File: src/rtl/uart_tx_pkg.sv
package uart_tx_pkg;

    localparam int WORD_W  = 9;
    localparam int FRAME_W = WORD_W + 2;
    localparam int LEN_W   = $clog2(FRAME_W + 1);

    typedef enum logic [1:0] {
        FK_DATA  = 2'd0,
        FK_IDLE  = 2'd1,
        FK_BREAK = 2'd2,
        FK_MARK  = 2'd3
    } frame_kind_e;

    typedef struct packed {
        frame_kind_e            kind;
        logic [FRAME_W-1:0]     bits;   // sent LSB first
        logic [LEN_W-1:0]       len;    // bit times
    } frame_t;

    function automatic logic [LEN_W-1:0] frame_len(input logic nine);
        return nine ? LEN_W'(FRAME_W) : LEN_W'(FRAME_W - 1);
    endfunction

    function automatic frame_t build_frame(input frame_kind_e kind,
                                           input logic        nine,
                                           input logic [WORD_W-1:0] word);
        frame_t f;
        f.kind = kind;
        f.len  = frame_len(nine);
        case (kind)
            FK_DATA:  f.bits = nine ? {1'b1, word, 1'b0}
                                    : {2'b11, word[WORD_W-2:0], 1'b0};
            FK_IDLE:  f.bits = '1;
            FK_BREAK: f.bits = '0;
            default: begin
                f.bits = '1;
                f.len  = LEN_W'(1);
            end
        endcase
        return f;
    endfunction

endpackage

File: src/rtl/uart_tx_shift.sv
module uart_tx_shift
    import uart_tx_pkg::*;
#(
    parameter int OVS = 16
) (
    input  logic        clk,
    input  logic        rst,
    input  logic        baud_tick,
    input  logic        start,
    input  frame_t      nxt,
    output logic        busy,
    output logic        frame_end,
    output frame_kind_e kind,
    output logic        txd
);
    localparam int SUB_W = (OVS > 1) ? $clog2(OVS) : 1;

    logic [SUB_W-1:0]   sub_q;
    logic [FRAME_W-1:0] sh_q;
    logic [LEN_W-1:0]   left_q;
    logic               busy_q;
    frame_kind_e        kind_q;
    logic               bit_end;

    assign bit_end   = busy_q && baud_tick && (sub_q == SUB_W'(OVS - 1));
    assign frame_end = bit_end && (left_q == LEN_W'(1));

    always_ff @(posedge clk) begin
        if (rst) begin
            busy_q <= 1'b0;
            sub_q  <= '0;
            sh_q   <= '1;
            left_q <= '0;
            kind_q <= FK_IDLE;
        end else begin
            if (busy_q && baud_tick) begin
                if (bit_end) begin
                    sub_q  <= '0;
                    sh_q   <= {1'b1, sh_q[FRAME_W-1:1]};
                    left_q <= left_q - LEN_W'(1);
                    if (left_q == LEN_W'(1)) busy_q <= 1'b0;
                end else begin
                    sub_q <= sub_q + SUB_W'(1);
                end
            end
            if (start) begin
                busy_q <= 1'b1;
                sh_q   <= nxt.bits;
                left_q <= nxt.len;
                sub_q  <= '0;
                kind_q <= nxt.kind;
            end
        end
    end

    assign busy = busy_q;
    assign kind = kind_q;
    assign txd  = busy_q ? sh_q[0] : 1'b1;

    // without a tick the line level cannot move mid-frame
    p_no_tick_hold_r3: assert property (@(posedge clk) disable iff (rst)
        (busy_q && !baud_tick && !start) |=> $stable(txd));

    // a break frame drives zero for its whole length
    p_break_low_r9: assert property (@(posedge clk) disable iff (rst)
        (busy_q && kind_q == FK_BREAK) |-> !txd);

    // a freshly started data frame opens with a zero start bit
    p_start_bit_r2: assert property (@(posedge clk) disable iff (rst)
        ($rose(busy_q) && kind_q == FK_DATA) |-> !txd);

endmodule

File: src/rtl/uart_tx_sched.sv
module uart_tx_sched
    import uart_tx_pkg::*;
(
    input  logic              clk,
    input  logic              rst,
    input  logic              tx_en,
    input  logic              send_break,
    input  logic              nine_bit,
    input  logic              data_wr,
    input  logic [WORD_W-1:0] data_in,
    input  logic              free,
    output logic              start,
    output frame_t            nxt,
    output logic              load_evt,
    output logic              wr_direct
);
    logic              te_q;
    logic              idle_pend_q;
    logic              brk_tail_q;
    logic              hold_full_q;
    logic [WORD_W-1:0] hold_q;
    logic              te_rise;
    logic              idle_req;
    logic              use_hold;
    frame_kind_e       kind_sel;
    logic [WORD_W-1:0] word_sel;

    assign te_rise  = tx_en && !te_q;
    assign idle_req = idle_pend_q || te_rise;

    // fixed priority at each frame boundary: break, marking bit, idle, held word, new word
    always_comb begin
        start     = 1'b0;
        use_hold  = 1'b0;
        wr_direct = 1'b0;
        kind_sel  = FK_IDLE;
        word_sel  = hold_q;
        if (free && tx_en) begin
            if (send_break) begin
                start    = 1'b1;
                kind_sel = FK_BREAK;
            end else if (brk_tail_q) begin
                start    = 1'b1;
                kind_sel = FK_MARK;
            end else if (idle_req) begin
                start    = 1'b1;
                kind_sel = FK_IDLE;
            end else if (hold_full_q) begin
                start    = 1'b1;
                kind_sel = FK_DATA;
                use_hold = 1'b1;
            end else if (data_wr) begin
                start     = 1'b1;
                kind_sel  = FK_DATA;
                wr_direct = 1'b1;
                word_sel  = data_in;
            end
        end
    end

    assign nxt      = build_frame(kind_sel, nine_bit, word_sel);
    assign load_evt = use_hold || wr_direct;

    always_ff @(posedge clk) begin
        if (rst) begin
            te_q        <= 1'b0;
            idle_pend_q <= 1'b0;
            brk_tail_q  <= 1'b0;
            hold_full_q <= 1'b0;
            hold_q      <= '0;
        end else begin
            te_q <= tx_en;
            if (start && kind_sel == FK_IDLE)      idle_pend_q <= 1'b0;
            else if (te_rise)                      idle_pend_q <= 1'b1;
            if (start && kind_sel == FK_BREAK)     brk_tail_q  <= 1'b1;
            else if (start && kind_sel == FK_MARK) brk_tail_q  <= 1'b0;
            if (use_hold) hold_full_q <= 1'b0;
            if (data_wr && !wr_direct) begin
                hold_q      <= data_in;
                hold_full_q <= 1'b1;
            end
        end
    end

    // a held word is kept until it is handed to the shifter
    p_hold_kept_r5: assert property (@(posedge clk) disable iff (rst)
        (hold_full_q && !use_hold) |=> hold_full_q);

endmodule

File: src/rtl/uart_tx_flags.sv
module uart_tx_flags (
    input  logic clk,
    input  logic rst,
    input  logic stat_rd,
    input  logic data_wr,
    input  logic wr_direct,
    input  logic load_evt,
    input  logic frame_full_end,
    output logic tdre,
    output logic tc
);
    logic armed_q;
    logic tdre_q;
    logic tc_q;
    logic clr;

    assign clr = data_wr && armed_q;

    always_ff @(posedge clk) begin
        if (rst) begin
            armed_q <= 1'b0;
            tdre_q  <= 1'b1;
            tc_q    <= 1'b1;
        end else begin
            armed_q <= data_wr ? stat_rd : (armed_q || stat_rd);
            if (clr && !wr_direct) tdre_q <= 1'b0;
            else if (load_evt)     tdre_q <= 1'b1;
            if (clr)                 tc_q <= 1'b0;
            else if (frame_full_end) tc_q <= 1'b1;
        end
    end

    assign tdre = tdre_q;
    assign tc   = tc_q;

    // a direct load leaves the empty flag set
    p_direct_tdre_r4: assert property (@(posedge clk) disable iff (rst)
        wr_direct |=> tdre_q);

    // the empty flag only drops after an armed data write
    p_tdre_clear_armed_r6: assert property (@(posedge clk) disable iff (rst)
        $fell(tdre_q) |-> ($past(data_wr) && $past(armed_q)));

    // the complete flag only drops after an armed data write
    p_tc_clear_armed_r6: assert property (@(posedge clk) disable iff (rst)
        $fell(tc_q) |-> ($past(data_wr) && $past(armed_q)));

    // a finished frame raises the complete flag unless cleared at once
    p_tc_on_end_r7: assert property (@(posedge clk) disable iff (rst)
        (frame_full_end && !clr) |=> tc_q);

endmodule

File: src/rtl/uart_tx_dbuf.sv
module uart_tx_dbuf
    import uart_tx_pkg::*;
#(
    parameter int OVS = 16
) (
    input  logic              clk,
    input  logic              rst,
    input  logic              baud_tick,
    input  logic              tx_en,
    input  logic              send_break,
    input  logic              nine_bit,
    input  logic              tdre_ie,
    input  logic              tc_ie,
    input  logic              irq_mask,
    input  logic              stat_rd,
    input  logic              data_wr,
    input  logic [WORD_W-1:0] data_in,
    output logic              txd,
    output logic              tdre,
    output logic              tc,
    output logic              irq
);
    logic        busy;
    logic        frame_end;
    frame_kind_e kind;
    logic        start;
    frame_t      nxt;
    logic        load_evt;
    logic        wr_direct;
    logic        free;
    logic        frame_full_end;

    assign free           = !busy || frame_end;
    assign frame_full_end = frame_end && (kind != FK_MARK);

    uart_tx_sched u_sched (
        .clk        (clk),
        .rst        (rst),
        .tx_en      (tx_en),
        .send_break (send_break),
        .nine_bit   (nine_bit),
        .data_wr    (data_wr),
        .data_in    (data_in),
        .free       (free),
        .start      (start),
        .nxt        (nxt),
        .load_evt   (load_evt),
        .wr_direct  (wr_direct)
    );

    uart_tx_shift #(.OVS(OVS)) u_shift (
        .clk       (clk),
        .rst       (rst),
        .baud_tick (baud_tick),
        .start     (start),
        .nxt       (nxt),
        .busy      (busy),
        .frame_end (frame_end),
        .kind      (kind),
        .txd       (txd)
    );

    uart_tx_flags u_flags (
        .clk            (clk),
        .rst            (rst),
        .stat_rd        (stat_rd),
        .data_wr        (data_wr),
        .wr_direct      (wr_direct),
        .load_evt       (load_evt),
        .frame_full_end (frame_full_end),
        .tdre           (tdre),
        .tc             (tc)
    );

    assign irq = !irq_mask && ((tdre_ie && tdre) || (tc_ie && tc));

    // the global mask silences the request
    p_irq_masked_r8: assert property (@(posedge clk) disable iff (rst)
        irq_mask |-> !irq);

    // no frame begins while transmission is disabled
    p_start_needs_en_r13: assert property (@(posedge clk) disable iff (rst)
        $rose(busy) |-> $past(tx_en));

endmodule

File: config.mk
export PLATFORM = sky130hd
export DESIGN_NAME = uart_tx_dbuf
export DESIGN_NICKNAME = d
export VERILOG_FILES = /design/src/rtl/uart_tx_pkg.sv /design/src/rtl/uart_tx_shift.sv /design/src/rtl/uart_tx_sched.sv /design/src/rtl/uart_tx_flags.sv /design/src/rtl/uart_tx_dbuf.sv
export SDC_FILE = /design/constraint.sdc
export NUM_CORES = 1
export LEC_CHECK = 0
export BUFFER_PORTS_ARGS = -buffer_cell sky130_fd_sc_hd__clkbuf_2
export CORE_UTILIZATION = 52
export CTS_BUF_LIST = sky130_fd_sc_hd__clkbuf_4 sky130_fd_sc_hd__clkbuf_8 sky130_fd_sc_hd__clkbuf_16
export DETAILED_ROUTE_END_ITERATION = 10
export PLACE_DENSITY = 0.78
export SLEW_MARGIN = 10
export SYNTH_ARGS = -nofsm -noshare
export SYNTH_HDL_FRONTEND = slang
export SYNTH_HIERARCHICAL = 1
export SYNTH_SLANG_ARGS = --single-unit
File: constraint.sdc
create_clock -name clk -period 2.8 [get_ports clk]
set_input_delay 0.84 -clock clk [delete_from_list [all_inputs] [get_ports clk]]
set_output_delay 0.84 -clock clk [all_outputs]
set_load 0.02 [all_outputs]
==> results.py <==
metrics = {
    "outcome": {
        "status": "completed",
    },
    "die": {
        "io_pins": 24,
        "start_util_pct": 55.2,
        "die_h_um": 65.0,
        "rows": 22,
        "core_area_mm2": 0.00374,
        "die_w_um": 65.0,
        "dieArea_mm2": 0.00423,
    },
    "global_route": {
        "grt_max_degree": 29,
        "grt_pass1_vias": 1661,
        "grt_antenna_before_repair": 0,
        "grt.overflow.total": 0,
        "track_usage_pct": 22.6,
        "grt_pass1_wl_mm": 7.43,
    },
    "finish": {
        "design_area_mm2": 0.00236,
        "multi_input_area_mm2": 0.00115,
        "diodes": 0,
        "finalNetCount": 279,
        "final_cells": 305,
        "fillers": 342,
        "area_growth_syn_to_layout_pct": 14.1,
        "drive_above_1_share_pct": 21.0,
        "seq_area_um2": 762,
    },
    "route": {
        "drtAntennaViolNets": 0,
        "drc": 0,
        "routedWlPerCell_um": 14.1,
        "drt-vias-per-instance": 5.86,
        "drt_wl_total_mm": 4.30,
        "dr.pass1.iters": 4,
        "drt-initial-drc-count": 86,
        "vias": 1787,
    },
    "setup_path": {
        "reg2reg_from": "u_shift/sub_q[1]",
        "r2r_slack_ns": 0.15,
        "max_stage_delay_ns": 0.35,
        "crit_slowest_cell": "o311a_1",
        "crit_type": "in2reg",
        "critPathMaxFanout": 9,
        "worstPathCellList": "clkbuf_2, and3_1, and4_1, nand2b_4, nor4bb_2, nand4_1, buf_4, mux2i_1, o21ai_1, o311a_1",
        "arrival_ns": 2.86,
        "cp-endpoint": "u_shift/sh_q[1]",
        "r2r_cells": 10,
        "end_kind": "flop",
        "crit_family": "simple AND/OR/NAND/NOR gates",
        "regToRegEndpoint": "u_shift/sh_q[1]",
        "cp_data_required_time_ns": 2.98,
        "cp-start-kind": "input port",
        "startpoint": "baud_tick",
        "path_depth": 10,
        "crit_buf_inv": 2,
    },
    "power": {
        "p_sw_share_pct": 24.3,
        "p_comb_share_pct": 14.6,
        "p_leak_nw": 0.976,
        "p_sw_w": 0.000333,
        "clkPwrFrac_pct": 42.1,
        "power_w": 0.00137,
        "ir_drop_v": 0.000415,
        "internal_power_w": 0.00104,
        "power_density_mw_per_mm2": 583,
        "seq_power_share_pct": 43.3,
    },
    "place": {
        "dp_hpwl_mm": 3.01,
        "postPlaceCellArea_mm2": 0.00219,
        "dp.cells": 296,
        "place_congestion": 0.874,
        "port_buffers": 23,
    },
    "synthesis": {
        "synth_compound_area_share_pct": 20.2,
        "synth_adder_area_share_pct": 1.82,
        "yosys-top-cells-area": "dfxtp_1 37%, mux2i_1 9.2%, nor3_1 4.6%",
        "yosysMostFrequentCell": "dfxtp_1",
        "async_reset_ff_share_pct": 0,
        "ys_warn_count": 6,
        "seq_area_frac_synth_pct": 36.8,
        "synth_edf_count": 0,
        "synth_xor_area_share_pct": 0.424,
        "synth_fp_nets": 259,
        "synthTopCellsByCount": "38 x dfxtp_1, 21 x nor2_1, 19 x mux2i_1, 19 x nor3_1, 11 x nand3_1",
        "yosysTopAreaCell": "dfxtp_1",
        "ys.flop_type": "dfxtp_1",
        "synth_seq_cells": 38,
        "syn_inst": 236,
        "synth_mux_area_share_pct": 9.21,
        "ys_types": 49,
        "syn_avg_cell_area_um2": 8.75,
        "synth_top_family_by_area": "simple AND/OR/NAND/NOR gates",
        "synth_top_area_share_pct": 36.8,
        "syn_area_mm2": 0.00207,
        "yosys.area_share.simple_pct": 22.9,
    },
    "timing": {
        "hold_viol_final": 0,
        "slew_headroom_pct": 65.4,
        "post-route-period-util_pct": 95.7,
        "finalSetupViolCount": 0,
        "period_needed_ns": 2.68,
        "tns_ns": 0,
        "tightestPinTransition_ns": 0.518,
        "clock.fmax_mhz": 373,
        "slew_violations": 0,
        "skew_ns": 0.0107,
    },
    "cts": {
        "cts_tree": "yes",
        "numCtsBuffers": 5,
        "cts_htree_levels": 2,
        "cts.sinks": 38,
        "hold_buffers": 0,
        "clockBufferDepth": 2,
        "clockRootBuffer": "clkbuf_8",
        "clock_latency_ns": 0.30,
        "clkTransAtPathRegs_ns": 0.07,
    },
    "flow_run": {
        "drv_cap": 0,
    },
    "min_path": {
        "min_path_type": "reg2reg",
    },
}
[what timing repair did]
| action | in CTS | in global routing |
|---|---|---|
| gates resized for setup | 0 | 4 |
| setup endpoints to repair | 0 | 9 |
| buffers inserted | 0 | 1 |
[sequential cells by signal, indices dropped and copies added, names as in the netlist]
signal,flops
u_shift/left_q,4
u_flags/armed_q,1
u_shift/busy,1
u_flags/tdre,1
u_sched/brk_tail_q,1
u_shift/sub_q,4
u_shift/sh_q,11
u_shift/kind,2
u_sched/idle_pend_q,1
u_sched/hold_full_q,1
u_flags/tc,1
u_sched/te_q,1
u_sched/hold_q,9
[cell families after synthesis]
group / Yosys count
AO/OA/AOI/OAI: 57
XOR/XNOR: 1
adder cells (fa/ha/maj): 3
buffers and inverters: 29
flip-flops: 38
multiplexers: 19
other: 1
AND/OR/NAND/NOR: 88
[how the worst min path moves through the flow]
stage | startpoint | to | slack [ns] | cells past startpoint
2_1_floorplan | u_flags/armed_q | u_flags/tdre | 0.44 | 1
3_3_place_gp | u_flags/armed_q | u_flags/tdre | 0.45 | 1
3_5_place_dp | u_flags/armed_q | u_flags/tdre | 0.47 | 1
4_1_cts | u_flags/armed_q | u_flags/tdre | 0.49 | 1
5_1_grt | u_flags/armed_q | u_flags/tdre | 0.50 | 1
6_report | u_flags/armed_q | u_flags/tdre | 0.49 | 1
[layer usage]
metal | part of all wire, % | track usage (%)
met1 | 47 | 27.6
met5 | 0 | 0
met4 | 1.6 | 8.15
met3 | 3.4 | 4.75
met2 | 48 | 38.8
[placed cells by master, fill, tap and decap left out, types with 7 or more instances in the layout]
master    instances
nand3_1          11
o21ai_1           8
buf_4            10
nand2_1           9
mux2i_1          19
a21oi_1           7
inv_1             8
clkbuf_2         23
nor3_1           18
dfxtp_1          37
o21ai_0          10
o311a_1           7
nor2_1           21
[cell type report]
cell class / instances / area share [%]
multi-input combinational: 169 / 48.9
sequential: 38 / 32.3
timing repair buffer: 34 / 8.92
clock buffer: 6 / 3.50
clock inverter: 2 / 2.55
tap: 48 / 2.55
inverter: 8 / 1.27
[per-stage QoR]
step | utilization, % | hold WS (ns) | worst slack, ns
6_report | 63.0 | 0.487 | 0.120
5_1_grt | 63.0 | 0.502 | -0.00156
4_1_cts | 62.3 | 0.490 | 0.0616
3_5_place_dp | 58.5 | 0.472 | -0.204
3_3_place_gp | 58.5 | 0.452 | -0.106
2_1_floorplan | - | 0.440 | 0.0828
[power groups by stage]
| stage | Combinational, W | Sequential [W] | Clock (W) |
|---|---|---|---|
| 5_1_grt | 0.000222 | 0.000600 | 0.000608 |
| 4_1_cts | 0.000197 | 0.000595 | 0.000589 |
| 6_report | 0.000201 | 0.000596 | 0.000578 |
| 3_5_place_dp | 0.000196 | 0.000607 | 0 |
| 2_1_floorplan | 0.000139 | 0.000606 | 0 |
| 3_3_place_gp | 0.000190 | 0.000606 | 0 |
No activity file was read; power rests on OpenSTA's default activity.
